===== src/rtl/spi_sclk_div.sv =====
module spi_sclk_div #(
  parameter int CNT_W    = 6,
  parameter int DEF_CODE = 14
) (
  input  logic       clk_ref,
  input  logic       por_n,
  input  logic       soft_rst,
  input  logic       wr_en,
  input  logic [4:0] wr_data,
  output logic       sclk,
  output logic       sclk_rise,
  output logic       sclk_fall,
  output logic [3:0] div_code,
  output logic       boot_flag
);

  localparam logic [3:0]       RSVD  = 4'hF;
  localparam logic [3:0]       DEFC  = 4'(DEF_CODE);
  localparam logic [CNT_W-1:0] ONE   = CNT_W'(1);

  function automatic logic [CNT_W-1:0] hi_ticks(input logic [3:0] c);
    case (c)
      4'h1: hi_ticks = CNT_W'(1);
      4'h2: hi_ticks = CNT_W'(2);
      4'h3: hi_ticks = CNT_W'(2);
      4'h4: hi_ticks = CNT_W'(3);
      4'h5: hi_ticks = CNT_W'(4);
      4'h6: hi_ticks = CNT_W'(5);
      4'h7: hi_ticks = CNT_W'(7);
      4'h8: hi_ticks = CNT_W'(7);
      4'h9: hi_ticks = CNT_W'(9);
      4'hA: hi_ticks = CNT_W'(13);
      4'hB: hi_ticks = CNT_W'(17);
      4'hC: hi_ticks = CNT_W'(17);
      4'hD: hi_ticks = CNT_W'(25);
      default: hi_ticks = CNT_W'(34);
    endcase
  endfunction

  function automatic logic [CNT_W-1:0] lo_ticks(input logic [3:0] c);
    case (c)
      4'h1: lo_ticks = CNT_W'(1);
      4'h2: lo_ticks = CNT_W'(1);
      4'h3: lo_ticks = CNT_W'(2);
      4'h4: lo_ticks = CNT_W'(2);
      4'h5: lo_ticks = CNT_W'(3);
      4'h6: lo_ticks = CNT_W'(5);
      4'h7: lo_ticks = CNT_W'(6);
      4'h8: lo_ticks = CNT_W'(7);
      4'h9: lo_ticks = CNT_W'(8);
      4'hA: lo_ticks = CNT_W'(12);
      4'hB: lo_ticks = CNT_W'(16);
      4'hC: lo_ticks = CNT_W'(17);
      4'hD: lo_ticks = CNT_W'(25);
      default: lo_ticks = CNT_W'(33);
    endcase
  endfunction

  logic [3:0]       code_r, active;
  logic             flag_r, locked;
  logic             sclk_q, rise_q, fall_q;
  logic [CNT_W-1:0] cnt;

  wire [3:0] wr_code = (wr_data[3:0] == RSVD) ? DEFC : wr_data[3:0];
  wire       bypass  = (active == 4'h0);
  wire       end_lo  = bypass || (!sclk_q && cnt == ONE);
  wire       end_hi  = !bypass && sclk_q && cnt == ONE;

  always_ff @(posedge clk_ref or negedge por_n) begin
    if (!por_n) begin
      code_r <= DEFC;
      flag_r <= 1'b0;
      locked <= 1'b0;
    end else if (wr_en && !locked) begin
      code_r <= wr_code;
      flag_r <= wr_data[4];
      locked <= 1'b1;
    end
  end

  always_ff @(posedge clk_ref or negedge por_n) begin
    if (!por_n) begin
      active <= DEFC;
      sclk_q <= 1'b0;
      cnt    <= ONE;
      rise_q <= 1'b0;
      fall_q <= 1'b0;
    end else if (soft_rst) begin
      sclk_q <= 1'b0;
      cnt    <= ONE;
      rise_q <= 1'b0;
      fall_q <= 1'b0;
    end else begin
      rise_q <= 1'b0;
      fall_q <= 1'b0;
      if (end_lo) begin
        active <= code_r;
        if (code_r == 4'h0) begin
          sclk_q <= 1'b0;
          cnt    <= ONE;
        end else begin
          sclk_q <= 1'b1;
          cnt    <= hi_ticks(code_r);
          rise_q <= 1'b1;
        end
      end else if (end_hi) begin
        sclk_q <= 1'b0;
        cnt    <= lo_ticks(active);
        fall_q <= 1'b1;
      end else begin
        cnt <= cnt - ONE;
      end
    end
  end

  assign sclk      = bypass ? clk_ref : sclk_q;
  assign sclk_rise = bypass | rise_q;
  assign sclk_fall = bypass | fall_q;
  assign div_code  = code_r;
  assign boot_flag = flag_r;

  AST_BYPASS_IDLE: assert property (@(posedge clk_ref) disable iff (!por_n)
    bypass |-> !sclk_q);
  AST_CNT_NZ: assert property (@(posedge clk_ref) disable iff (!por_n)
    !bypass |-> cnt != '0);
  AST_LOCK_HOLD: assert property (@(posedge clk_ref) disable iff (!por_n)
    locked |=> $stable(code_r) && $stable(flag_r));
  AST_CODE_SWITCH: assert property (@(posedge clk_ref) disable iff (!por_n)
    !$stable(active) |-> !$past(sclk_q));
  AST_RISE_EDGE: assert property (@(posedge clk_ref) disable iff (!por_n)
    rise_q |-> sclk_q && !$past(sclk_q));
  AST_FALL_EDGE: assert property (@(posedge clk_ref) disable iff (!por_n)
    fall_q |-> !sclk_q && $past(sclk_q));
  AST_STROBE_EXCL: assert property (@(posedge clk_ref) disable iff (!por_n)
    !(rise_q && fall_q));

endmodule


===== config.mk =====
export PLATFORM = sky130hd
export DESIGN_NAME = spi_sclk_div
export DESIGN_NICKNAME = d
export VERILOG_FILES = /design/src/rtl/spi_sclk_div.sv
export SDC_FILE = /design/constraint.sdc
export NUM_CORES = 1
export LEC_CHECK = 0
export ABC_CLOCK_PERIOD_IN_PS = 2150
export CAP_MARGIN = 10
export CORE_MARGIN = 4
export CORE_UTILIZATION = 45
export DETAILED_ROUTE_END_ITERATION = 16
export PLACE_DENSITY = 0.67
export SETUP_SLACK_MARGIN = 0.2
export SYNTH_ARGS = -nofsm -noshare
export SYNTH_HDL_FRONTEND = slang
export SYNTH_SLANG_ARGS = --single-unit

===== constraint.sdc =====
create_clock -name clk_ref -period 2.15 [get_ports clk_ref]
set_input_delay 0.43 -clock clk_ref [delete_from_list [all_inputs] [get_ports clk_ref]]
set_output_delay 0.43 -clock clk_ref [all_outputs]
set_load 0.02 [all_outputs]

== After elaboration in Yosys (flattened, before gate mapping) ==
Memory sizes are Yosys's and may differ from the RTL's.
Index checks and enable logic that the tools add are counted.
Widths: inputs -> output; s select.
Word-level totals
  bits in registers: 19
  bits in latches: 0
  RAM bits: 0
  ROM bits: 192
  input bits: 9
  output and inout bits: 8
  memories: 2
Cells by class
  $add $sub $neg: 1
  multipliers: 0
  divide/modulo/power cells: 0
  magnitude comparators: 0
  equality and inequality tests: 2
  shifts and indexed selects: 0
  mux-type cells: 15
  bitwise gates (word level): 3
  reduce and logical (&&, ||, !) cells: 12
Memories
  (name not given): depth 16, width 6, read ports 1, clocked after memory_dff 0, wr ports 0, RTL line 22  | case (c)
  (name not given): depth 16, width 6, read ports 1, clocked after memory_dff 0, wr ports 0, RTL line 41  | case (c)
Operator list (number)
  $mux 6: 4
  $mux 1: 10
  $logic_not 4->1: 2
  $eq 6x1->1 const B: 1
  $sub 6x1->6 const B: 1
  $eq 4x4->1 const B: 1
  $logic_and 1x1->1: 4
  $mux 4: 1
  $logic_not 1->1: 3
  $reduce_bool 3->1: 1
  $or 1x1->1: 2
  $reduce_and 2->1: 1
  $logic_or 1x1->1: 1
  $not 1->1: 1

== Depth between registers and ports, before layout ==
Gate-level depths: netlist of run 1.
  depth in word-level cells: 7
  mapped depth: 6

==> impl_metrics.json, run 1 <==
{
  "p_leak_nw": 0.762,
  "dr_wl_met2_um": 1420,
  "hold_viol": 0,
  "synth_ff_type": "dfrtp_1",
  "p_per_area_mw_per_mm2": 1470,
  "synth.most_common_cell": "dfrtp_1",
  "wl_per_cell_um": 15.2,
  "rows": 19,
  "diodes": 0,
  "cp-start-kind": "flop",
  "ys_seq_elements": 19,
  "hold_path_class": "in2async",
  "ant_nets": 0,
  "slew_headroom": 0.688,
  "die_h_um": 61.2,
  "dr.first_iter.drc_count": 24,
  "grt_pass1_wl_um": 5050,
  "io_buffers": 16,
  "yosys.area.top_type": "dfrtp_1",
  "syn_inst": 135,
  "ys_top_cells_by_count": "12 x dfrtp_1, 9 x a21oi_1, 9 x ha_1, 9 x inv_1, 9 x nand2_1",
  "wl_met3_um": 165,
  "netlist_area_mm2": 0.00127,
  "cts_tree": "done",
  "dpl_cell_area_mm2": 0.00155,
  "path_clk_slew_ns": 0.12,
  "pin_count": 17,
  "max-vdd-ir-drop_uv": 906,
  "core_area_mm2": 0.00273,
  "timing.setup.tns_ns": 0,
  "grt-ovfl-total": 0,
  "yosysSeqAreaShare": 0.381,
  "avgSynthCellArea_um2": 9.42,
  "drive_above_1_share": 0.322,
  "vias_per_cell": 5.59,
  "start_util": 0.465,
  "rsz0062_at_grt": "yes",
  "drt_first_pass_iters": 4,
  "min_period_ns": 2.06,
  "track_usage": 0.190,
  "yosys_warnings": 0,
  "nets": 190,
  "met1_length_um": 1420,
  "setup_viol": 0,
  "yosysTopAreaCellShare": 0.236,
  "syn-num-nets": 153,
  "wl_um": 3080,
  "fin_crit_sh": 0.960,
  "crit_required_ns": 1.72,
  "die-area_mm2": 0.00374,
  "final_cell_area_mm2": 0.00169,
  "synth.distinct_cells": 41,
  "ys_top_cells_by_area": "dfrtp_1 24%, dfstp_2 14%, ha_1 8.9%",
  "route.vias.total": 1129,
  "dp_hpwl_um": 2200,
  "grt_antenna_before_repair": 0,
  "r2r_cells": 8,
  "critPathMaxFanout": 3,
  "route.detailed.drc": 0,
  "place_ws_ns": -0.0558,
  "critPathArrivalTime_ns": 1.63,
  "grt_pass1_vias": 1081,
  "skew_ns": 0.00961,
  "cp-end-kind": "output pin",
  "tightestPinTransition_ns": 0.468,
  "cts-hold-fix-buffers": 0,
  "critPathKind": "reg2out",
  "clock_latency_ns": 0.42,
  "status": "complete, no violations",
  "fin_ws_ns": 0.0870,
  "drv_cap": 0,
  "syn_to_final_growth_pct": 32.6,
  "synth-edff-count": 0,
  "die_w_um": 61.2,
  "gp_congestion": 0.904,
  "slew_violations": 0,
  "grt_start_max_net_pins": 20,
  "async_reset_ff_frac": 1.00,
  "topRoutingLayerUsed": "met4",
  "fmax_mhz": 485,
  "final_cells": 202,
  "dpl.cell_count": 190
}
==> layout by cell type (no fill, tap or decap), drive strengths merged, types with 2 or more instances in the layout <==
cell type and instances:
dfrtp 12, a21oi 9, o22ai 2, ha 9
a31o 2, nor3 2, inv 9, nor2 7
dlygate4sd2 4, nor3b 3, nand2b 5, xor2 3
clkdlybuf4s50 9, mux2i 5, o32ai 4, clkbuf 7
o21ai 9, nand3 7, o31ai 2, buf 22
dfstp 7, mux2 5, nand2 10, o211ai 3
==> timing repair <==
item                                    in CTS  in global routing
endpoints found under the setup margin      10                  9
setup buffers                                2                  3
pin swaps                                    1                  0
gates resized for setup                     29                  7
==> layer usage <==
| metal | vias to the layer above | track usage |
|---|---|---|
| met4 | 0 | 0.130 |
| met5 | - | 0 |
| met1 | 522 | 0.238 |
| met2 | 40 | 0.276 |
| met3 | 9 | 0.0608 |
| li1 | 558 | - |
==> state kept, by name (all words and copies together) (netlist names) <==
| name | flops |
|---|---|
| boot_flag | 1 |
| fall_q | 1 |
| rise_q | 1 |
| active | 4 |
| div_code | 4 |
| locked | 1 |
| sclk_q | 1 |
| cnt | 6 |
==> where the power goes <==
part	internal (mW)	switching, mW
Combinational	0.777	0.742
Clock	0.169	0.171
Sequential	0.497	0.127
==> worst max-delay path, cell delays in order, from the launching register on <==
cell and delay (ns):
dfrtp_1 0.41, inv_2 0.08, ha_4 0.13, or3b_4 0.38, nand2b_1 0.09, buf_6 0.12
==> cells by family after synthesis <==
family / after synthesis / share of synthesized area
DFF: 19 / 0.381
buffers and inverters: 15 / 0.0453
xor gates and xnor gates: 3 / 0.0207
adders and majority gates: 9 / 0.0886
muxes: 10 / 0.0837
AOI/OAI and AO/OA: 36 / 0.185
and+or+nand+nor: 43 / 0.196
==> through the flow <==
stage	util	total power, mW	hold WS (ns)
after floorplan	-	1.46	0.134
after global placement	0.568	1.96	0.454
after detailed placement	0.568	1.97	0.465
after CTS	0.597	2.34	0.327
after global routing	0.616	2.68	0.332
final	0.616	2.48	0.323
==> layout make-up <==
class | count | area (um^2)
inverters | 9 | 33.8
flip-flops and latches | 19 | 484
fillers | 237 | 1050
well taps | 31 | 38.8
multi-input cells | 101 | 774
repair buffers | 34 | 294
clock buffers | 8 | 60.1
==> worst paths after layout <==
check	from	endpoint	slack [ns]
setup / recovery	active[0]	sclk_fall	0.09
hold / removal	por_n	fall_q	0.32
setup reg to reg	active[1]	active[2]	0.23
hold reg to reg	locked	locked	0.49
max in group asynchronous	por_n	div_code[3]	1.55
min in group clk_ref	locked	locked	0.49
Note: power is estimated with default switching activity, not from simulation.
==> run 2, diff against run 1 <==
CELL_PAD_IN_SITES_DETAIL_PLACEMENT = 0   (was unset)
CELL_PAD_IN_SITES_GLOBAL_PLACEMENT = 1   (was unset)
CORE_MARGIN = 3   (was 4)
CORE_UTILIZATION = 41   (was 45)
PLACE_DENSITY = 0.78   (was 0.67)
SLEW_MARGIN = 10   (was unset)
==> run 2 against run 1 <==
  * Hold slack improved by 0.020 ns
  * Combinational power decreased by 9.9%
  * Utilization decreased by 4.0 points
  * Critical path depth unchanged
  * Clock power decreased by 1%
  * Die area increased by 1.7%
  * Setup slack improved by 0.020 ns
  * Register-to-register slack improved by 0.04 ns
  * Critical endpoint is now sclk_rise
  * Largest cell class unchanged
  * Largest power group unchanged
==> impl_metrics.json, run 2 (synthesis gave the netlist of run 1 again) <==
{
  "skew_ns": 0.00248,
  "critPathKind": "reg2out",
  "final_cell_area_mm2": 0.00165,
  "crit_slowest_cell": "dfrtp_1",
  "cp_top_family": "simple AND/OR/NAND/NOR gates",
  "timing.setup.tns_ns": 0,
  "dr.first_iter.drc_count": 53,
  "layout_commonest_cell": "buf_4",
  "grt_pass1_vias": 1112,
  "setup_viol": 0,
  "reg2reg_to": "active[2]",
  "place_ws_ns": -0.0625,
  "r2r_start": "active[1]",
  "critPathArrivalTime_ns": 1.61,
  "grt_start_max_net_pins": 20,
  "cts_tree": "done",
  "syn_to_final_growth_pct": 29.4,
  "p_leak_nw": 0.745,
  "hold_path_class": "in2async",
  "track_usage": 0.191,
  "wl_per_cell_um": 15.2,
  "pin_count": 17,
  "crit_buf_inv": 2,
  "io_buffers": 16,
  "largest_register_ffs": 6,
  "nets": 188,
  "worstPathCellList": "inv_2 > ha_4 > or3b_4 > nand2b_1 > buf_6",
  "r2r_slack_ns": 0.27,
  "ant_nets": 0,
  "clock_latency_ns": 0.41,
  "p_per_area_mw_per_mm2": 1420,
  "register_area_um2": 484,
  "fin_util": 0.577,
  "slew_headroom": 0.724,
  "dp_hpwl_um": 2220,
  "die_w_um": 61.7,
  "multiInputGateArea_um2": 756,
  "rsz0062_at_grt": "yes",
  "critPathMaxFanout": 3,
  "die-area_mm2": 0.00380,
  "cp-end-kind": "output pin",
  "route.vias.total": 1112,
  "max-vdd-ir-drop_uv": 453,
  "drv_cap": 0,
  "grt-ovfl-total": 0,
  "crit_path_max_incr_delay_ns": 0.41,
  "fmax_mhz": 489,
  "diodes": 0,
  "status": "complete, no violations",
  "final_cells": 200,
  "cp-start-kind": "flop",
  "core_area_mm2": 0.00285,
  "grt_pass1_wl_um": 5080,
  "start_util": 0.446,
  "regMostFlops": "cnt",
  "drive_above_1_share": 0.302,
  "r2r_cells": 7,
  "vias_per_cell": 5.56,
  "min_period_ns": 2.04,
  "gp_congestion": 0.830,
  "dpl.cell_count": 192,
  "rows": 19,
  "fin_crit_sh": 0.950,
  "path_clk_slew_ns": 0.12,
  "hold_viol": 0,
  "crit_required_ns": 1.72,
  "die_h_um": 61.7,
  "final_cell_mix": "18 x buf_4, 12 x dfrtp_1, 9 x nand2_1, 9 x a21oi_1, 9 x clkdlybuf4s50_1",
  "fillers": 274,
  "route.detailed.drc": 0,
  "fin_ws_ns": 0.107,
  "drt_first_pass_iters": 4,
  "slew_violations": 0,
  "dpl_cell_area_mm2": 0.00157,
  "tightestPinTransition_ns": 0.410,
  "grt_antenna_before_repair": 0,
  "wl_um": 3040
}
-- run 2: cell types whose count changed in the layout (fill, tap and decap cells not counted) --
cell / previous run / this run
o21ai_1: 1 / 2
a31o_4: 1 / 0
and2_1: 0 / 1
mux2_4: 1 / 0
buf_6: 4 / 2
and2_4: 1 / 0
o21ai_2: 1 / 0
clkinv_2: 0 / 1
mux2_1: 0 / 1
clkbuf_1: 1 / 0
a31o_2: 1 / 2
-- run 2: worst max path at each step --
| stage | from | to | depth (start not counted) | slack, ns |
|---|---|---|---|---|
| after floorplan | active[1] | sclk | 4 | 0.24 |
| after detailed placement | active[0] | sclk_rise | 5 | -0.06 |
| after global routing | active[0] | sclk_fall | 5 | 0.03 |
| after global placement | active[0] | sclk_rise | 5 | -0.05 |
| final | active[0] | sclk_rise | 5 | 0.11 |
| after CTS | active[0] | sclk_rise | 5 | 0.1 |
-- run 2: worst reg2reg max path, cell delays in order, from the launching register on --
cell and delay [ns]:
dfstp_2 0.56, inv_2 0.05, ha_4 0.15, nor3b_4 0.15
buf_4 0.14, a31o_2 0.26, and2_1 0.20, mux2_1 0.32
-- run 2: repair_timing --
item / in CTS / in global routing
hold endpoints to repair: 0 / 0
gates resized for setup: 29 / 1
setup endpoints to repair: 10 / 5
hold buffers: 0 / 0
buffers inserted: 1 / 0
pin swaps: 1 / 0
-- run 2: per-stage QoR --
step / power [mW] / hold WS (ns)
finish: 2.33 / 0.343
floorplan: 1.46 / 0.134
detailed placement: 1.96 / 0.458
CTS: 2.32 / 0.346
global route: 2.53 / 0.332
global placement: 1.95 / 0.451
-- run 2: power breakdown --
group          switching, mW  leakage (nW)  internal [mW]
clock                  0.180        0.0396          0.154
sequential             0.124         0.226          0.497
combinational          0.702         0.480          0.672
total                   1.01         0.745           1.32
-- run 2: routing by layer --
metal	global-route usage	vias to the layer above	wire length, um
met3	0.0566	7	187
li1	-	550	-
met5	0	-	0
met1	0.245	518	1440
met2	0.293	37	1370
met4	0.0879	0	51
-- run 2: cell type report --
class                           instances  area share
Tap cell                               31      0.0236
Timing Repair Buffer                   32       0.167
Inverter                                9      0.0205
Sequential cell                        19       0.294
Multi-Input combinational cell        101       0.459
Clock buffer                            7      0.0319
Clock inverter                          1     0.00304
==> run 3, diff against run 2 <==
CTS_CLUSTER_DIAMETER = 30   (was unset)
==> results of run 3 <==
No change in the layout: final DEF, timing and power equal those of run 2.
